$ cat src/rtl/capture_pkg.sv
package capture_pkg;
  localparam int TRACKS   = 16;
  localparam int INDEX_BIT = TRACKS - 1;
  localparam int FLAG_BIT  = TRACKS - 2;
  localparam int WORD_W    = TRACKS - 2;
  localparam int HELD_W    = TRACKS - 1;

  typedef struct packed {
    logic loadFirst;
    logic loadSecond;
  } capLoad_t;
endpackage

$ cat src/rtl/capture_hold_path.sv
module capture_hold_path
  import capture_pkg::*;
#(
  parameter int HOLD_TICKS = 600
) (
  input  logic              clk,
  input  logic              rstN,
  input  logic              tick,
  input  logic [HELD_W-1:0] dataIn,
  input  capLoad_t          loads,
  output logic              heldFlag,
  output logic [WORD_W-1:0] firstWord,
  output logic [WORD_W-1:0] secondWord
);
  localparam int HW = $clog2(HOLD_TICKS + 1);

  logic [HELD_W-1:0] prevIn;
  logic [HELD_W-1:0] held;

  always_ff @(posedge clk or negedge rstN) begin
    if (!rstN) prevIn <= '0;
    else       prevIn <= dataIn;
  end

  for (genvar g = 0; g < HELD_W; g++) begin : gTrack
    logic [HW-1:0] holdCnt;
    logic          riseSeen;
    assign riseSeen = dataIn[g] & ~prevIn[g];

    always_ff @(posedge clk or negedge rstN) begin
      if (!rstN)                       holdCnt <= '0;
      else if (riseSeen)               holdCnt <= HW'(HOLD_TICKS);
      else if (tick && holdCnt != '0)  holdCnt <= holdCnt - HW'(1);
    end
    assign held[g] = (holdCnt != '0);

    assert_hold_restart_R5: assert property (@(posedge clk) disable iff (!rstN)
      (dataIn[g] && !prevIn[g]) |=> (holdCnt == HW'(HOLD_TICKS)));
  end

  assign heldFlag = held[FLAG_BIT];

  always_ff @(posedge clk or negedge rstN) begin
    if (!rstN) begin
      firstWord  <= '0;
      secondWord <= '0;
    end else begin
      if (loads.loadFirst)  firstWord  <= ~held[WORD_W-1:0];
      if (loads.loadSecond) secondWord <= ~held[WORD_W-1:0];
    end
  end

  assert_inverse_load_R3: assert property (@(posedge clk) disable iff (!rstN)
    loads.loadFirst |=> (firstWord == ~$past(held[WORD_W-1:0])));
  assert_first_kept_R10: assert property (@(posedge clk) disable iff (!rstN)
    !loads.loadFirst |=> $stable(firstWord));
  assert_second_kept_R9: assert property (@(posedge clk) disable iff (!rstN)
    !loads.loadSecond |=> $stable(secondWord));
endmodule

$ cat src/rtl/capture_ctrl.sv
module capture_ctrl
  import capture_pkg::*;
#(
  parameter int STROBE_TICKS = 300,
  parameter int GATE_TICKS   = 2000
) (
  input  logic     clk,
  input  logic     rstN,
  input  logic     tick,
  input  logic     indexIn,
  input  logic     heldFlag,
  input  logic     twoPartMode,
  input  logic     flagRejectMode,
  input  logic     lockout,
  output capLoad_t loads,
  output logic     firstStrobe,
  output logic     secondStrobe,
  output logic     dropEvent
);
  localparam int DW = $clog2(STROBE_TICKS + 1);
  localparam int GW = $clog2(GATE_TICKS + 1);

  logic          idxPrev;
  logic          idxRise;
  logic [DW-1:0] delayCnt;
  logic [GW-1:0] gateCnt;
  logic          gateOpen;
  logic          fire;
  logic          wantFirst, wantSecond, wantDrop;

  assign idxRise  = indexIn & ~idxPrev;
  assign fire     = tick && (delayCnt == DW'(1)) && !lockout;
  assign gateOpen = (gateCnt != '0);

  always_comb begin
    wantFirst  = 1'b0;
    wantSecond = 1'b0;
    wantDrop   = 1'b0;
    if (fire) begin
      if (twoPartMode) begin
        wantFirst  = heldFlag;
        wantSecond = !heldFlag && gateOpen;
      end else if (flagRejectMode && heldFlag) begin
        wantDrop   = 1'b1;
      end else begin
        wantFirst  = 1'b1;
      end
    end
  end

  assign loads.loadFirst  = wantFirst;
  assign loads.loadSecond = wantSecond;

  always_ff @(posedge clk or negedge rstN) begin
    if (!rstN) begin
      idxPrev  <= 1'b0;
      delayCnt <= '0;
    end else begin
      idxPrev <= indexIn;
      if (idxRise)                      delayCnt <= DW'(STROBE_TICKS);
      else if (tick && delayCnt != '0)  delayCnt <= delayCnt - DW'(1);
    end
  end

  always_ff @(posedge clk or negedge rstN) begin
    if (!rstN)                          gateCnt <= '0;
    else if (wantFirst && twoPartMode)  gateCnt <= GW'(GATE_TICKS);
    else if (wantSecond)                gateCnt <= '0;
    else if (tick && gateOpen)          gateCnt <= gateCnt - GW'(1);
  end

  always_ff @(posedge clk or negedge rstN) begin
    if (!rstN) begin
      firstStrobe  <= 1'b0;
      secondStrobe <= 1'b0;
      dropEvent    <= 1'b0;
    end else begin
      firstStrobe  <= wantFirst;
      secondStrobe <= wantSecond;
      dropEvent    <= wantDrop;
    end
  end

  assert_single_outcome_R8: assert property (@(posedge clk) disable iff (!rstN)
    $onehot0({firstStrobe, secondStrobe, dropEvent}));
  assert_lockout_silences_R10: assert property (@(posedge clk) disable iff (!rstN)
    lockout |=> !(firstStrobe || secondStrobe || dropEvent));
  assert_second_in_gate_R9: assert property (@(posedge clk) disable iff (!rstN)
    secondStrobe |-> ($past(gateOpen) && $past(twoPartMode)));
  assert_drop_on_flag_R6: assert property (@(posedge clk) disable iff (!rstN)
    dropEvent |-> $past(flagRejectMode && heldFlag && !twoPartMode));
endmodule

$ cat src/rtl/track_capture.sv
module track_capture
  import capture_pkg::*;
#(
  parameter int HOLD_TICKS   = 600,
  parameter int STROBE_TICKS = 300,
  parameter int GATE_TICKS   = 2000
) (
  input  logic              clk,
  input  logic              rstN,
  input  logic              tick,
  input  logic [TRACKS-1:0] trackIn,
  input  logic              twoPartMode,
  input  logic              flagRejectMode,
  input  logic              lockout,
  output logic [WORD_W-1:0] firstWord,
  output logic [WORD_W-1:0] secondWord,
  output logic              firstStrobe,
  output logic              secondStrobe,
  output logic              dropEvent
);
  capLoad_t loads;
  logic     heldFlag;

  capture_ctrl #(
    .STROBE_TICKS(STROBE_TICKS),
    .GATE_TICKS  (GATE_TICKS)
  ) uCtrl (
    .clk           (clk),
    .rstN          (rstN),
    .tick          (tick),
    .indexIn       (trackIn[INDEX_BIT]),
    .heldFlag      (heldFlag),
    .twoPartMode   (twoPartMode),
    .flagRejectMode(flagRejectMode),
    .lockout       (lockout),
    .loads         (loads),
    .firstStrobe   (firstStrobe),
    .secondStrobe  (secondStrobe),
    .dropEvent     (dropEvent)
  );

  capture_hold_path #(
    .HOLD_TICKS(HOLD_TICKS)
  ) uPath (
    .clk       (clk),
    .rstN      (rstN),
    .tick      (tick),
    .dataIn    (trackIn[HELD_W-1:0]),
    .loads     (loads),
    .heldFlag  (heldFlag),
    .firstWord (firstWord),
    .secondWord(secondWord)
  );
endmodule

$ cat config.mk
export PLATFORM = sky130hd
export DESIGN_NAME = track_capture
export DESIGN_NICKNAME = d
export VERILOG_FILES = /design/src/rtl/capture_pkg.sv /design/src/rtl/capture_hold_path.sv /design/src/rtl/capture_ctrl.sv /design/src/rtl/track_capture.sv
export SDC_FILE = /design/constraint.sdc
export NUM_CORES = 1
export LEC_CHECK = 0
export ABC_AREA = 1
export ABC_CLOCK_PERIOD_IN_PS = 3800
export CORE_ASPECT_RATIO = 0.8
export CORE_MARGIN = 1
export CORE_UTILIZATION = 29
export DETAILED_ROUTE_END_ITERATION = 6
export HOLD_SLACK_MARGIN = 0.08
export SYNTH_ARGS = -nofsm -noshare
export SYNTH_HDL_FRONTEND = slang
export SYNTH_SLANG_ARGS = --single-unit
export TNS_END_PERCENT = 10
$ cat constraint.sdc
create_clock -name clk -period 3.8 [get_ports clk]
set_input_delay 0.57 -clock clk [delete_from_list [all_inputs] [get_ports clk]]
set_output_delay 0.57 -clock clk [all_outputs]
set_load 0.01 [all_outputs]
==> out/qor.txt <==
Leak = 6.478 nW
Leading cell type in the layout, fill and taps excluded = nand2_1
Most common flop cell mapped by yosys = dfrtp_1
Cells after synthesis = 1,514
Post-synth top area share = 46.02%
Clock Skews = 9.460 ps
Crit start category = input pin
Tmin final = 2444 ps
Initial Util = 29.67%
Yosys warnings = 0
Gp weighted congestion = 0.8709
Fillcell total = 4,075
CP startpoint = tick
DR DRC count = 0
First-pass GRT wire length = 44,100 um
Synthesized Nets = 1,567
Drt total wl = 25,500 um
Total Routing Usage GR = 12.66%
Worst Max-Slew Pin Slew = 772.8 ps
EDFF count, synth = 0
Hold Crit Class = flop to flop
CTS tree = done
Drt pass-1 iters = 5
Pwr Density = 589.0 nW/um2
Row count = 65
Unique masters post-synth = 31
Reg2reg end = uPath.secondWord[5]
Vias in the first global route = 9,111
Syn_area_per_cell = 7.794 um2
Initial antenna violation count = 0
Post-synth top area cell = dfrtp_1
CP Max Fanout = 23
Total number of vias = 9,671
Arr. time, crit path = 2840 ps
N_diodes = 0
Clock buffer depth = 3
CTS Buf Count = 25
RSZ-0062 raised after global routing = no
Crit path required time = 4200 ps
R2R Setup Slk = 1530 ps
Non-filler instance count after layout = 2,140
Clk sinks = 217
Largest net degree at the start of global routing = 97
Ys async rst share = 100.0%
Tcrit/Tclk final = 64.32%
Post-DP HPWL = 18,170 um
Most frequent cells in the layout = nand2_1 (386), nor2_1 (225), dfrtp_1 (217)
Outcome = finished clean
FF-to-FF path depth = 11
Max Cap Viol = 0
Layout Nets = 1,641
Die Span Y = 182.4 um
Die area = 41,510 um2
Seq cells post-synth = 217
DR WL/cell = 11.92 um
Slew HR = 48.30%
I/O pin cnt = 53
Root Driver = clkbuf_16
Dominant cells by area after synthesis = dfrtp_1 (46%), nand2_1 (12%), nor2_1 (7.2%), nand3_1 (5.5%), inv_1 (5.2%)
Seq/Total Area, Yosys = 46.02%
VDD IR-drop max = 0.2723 mV
Clock Latency Late Sink = 520 ps
Via density = 4.519
Setup TNS = 0 ps
Final Hold Fails = 0
Clock-pin slew on the worst setup and hold paths = 60 ps
Worst r2r src = uPath.gTrack[14].holdCnt[0]
Worst setup endpoint = uPath.gTrack[1].holdCnt[0]
Post-Syn Area = 11,800 um2
# resized after CTS = 0
Final setup viols = 0
Inst Count DP = 2,096
Ratio of cells with drive above 1 in the final layout = 6.608%
Die width = 227.5 um
Routed Antenna Nets = 0
H-Tree Depth = 1
Initial drt markers = 664
Critical path type = input pin to flop
Core Region = 39,770 um2
Fin. max-slew vios = 0
Crit. End Element = flop
Total congestion overflow = 0
Fmax = 0.4091 GHz
P&R area growth vs syn = 16.60%
Port bufs = 52
-- metrics by stage --
| stage | util (%) | instance area, um2 | setup slack, ps | hold WS [ps] | power [mW] |
|---|---|---|---|---|---|
| 4_1_cts | 34.60 | 13760 | 1403 | 481.0 | 8.203 |
| 2_1_floorplan | - | 11800 | 2031 | 274.4 | 5.198 |
| 3_3_place_gp | 32.55 | 12950 | 965.2 | 469.8 | 5.694 |
| 6_report | 34.60 | 13760 | 1356 | 475.1 | 8.104 |
| 5_1_grt | 34.60 | 13760 | 1148 | 492.0 | 8.775 |
| 3_5_place_dp | 32.55 | 12950 | 849.8 | 466.9 | 5.750 |
-- cell families after synthesis --
logic type,synth area share [%]
and+or+nand+nor,28.79
DFF,46.02
buffers and inverters,6.277
AOI/OAI and AO/OA,8.652
xor gates and xnor gates,6.977
adders and majority gates,3.287
-- final cells by class --
class / instances / area, um2 / area share (%)
Clock buffer: 31 / 668.1 / 4.856
Clock inverter: 12 / 135.1 / 0.9821
Inverter: 172 / 645.6 / 4.692
Multi-Input combinational cell: 1113 / 5629 / 40.91
Sequential cell: 217 / 5430 / 39.47
Tap cell: 536 / 670.6 / 4.874
Timing Repair Buffer: 59 / 580.6 / 4.219
-- timing repair --
item | in CTS | in global routing
setup buffers | 0 | 0
endpoints found under the setup margin | 0 | 0
hold endpoints to repair | 2 | 0
hold buffers | 1 | 0
-- cells in the mapped netlist, types with 5 or more instances --
cell     count
nor2_2      14
o21ai_1     28
inv_2        7
xnor2_1     58
buf_2        5
o21ai_0     67
inv_1      164
nor2_1     225
ha_1        31
xor2_1      36
nand2_2      6
nand3_1    129
nand3_2      6
o21ai_2     20
o22ai_1     15
nor2_4       6
nand2_1    386
dfrtp_1    217
nand4_1     27
a21oi_1     48
-- worst min-delay path by stage --
stage	cells after the start	slack, ps	from	to
global placement	2	470	uPath.secondWord[7]	uPath.secondWord[7]
finish	2	480	uPath.firstWord[8]	uPath.firstWord[8]
detailed placement	2	470	uPath.firstWord[8]	uPath.firstWord[8]
global route	1	490	trackIn[1]	uPath.prevIn[1]
CTS	2	480	uPath.firstWord[8]	uPath.firstWord[8]
floorplan	0	270	rstN	uCtrl.delayCnt[0]
-- sequential cells by signal, summed over array words and instances, names as in the netlist --
register and flops:
uPath.firstWord 14, uCtrl.secondStrobe 1, uCtrl.firstStrobe 1, uCtrl.dropEvent 1, uPath.prevIn 15, uCtrl.idxPrev 1, uPath.gTrack.holdCnt 150, uCtrl.delayCnt 9
uPath.secondWord 14, uCtrl.gateCnt 11
-- power by group --
group	internal (mW)	leakage, nW	switching [mW]	total (mW)
Combinational	0.949	3.34	1.40	2.35
Clock	1.44	0.405	0.934	2.37
Sequential	2.85	2.73	0.531	3.38
-- routing by layer --
layer	share of wire [%]	GRT usage, %	routed length (um)	vias up
li1	-	-	-	4993
met1	51	18.20	12980	4497
met2	43	19.33	10980	146
met3	4.0	2.560	1013	35
met4	2.1	3.060	535	0
met5	0	0	0	-
-- worst max-delay path: stages --
cell and delay [ps]:
clkdlybuf4s50_1 760, inv_2 420, o21ai_0 640, inv_1 240, nand2_1 100, o21ai_0 90
(Power assumes the default switching activity.)
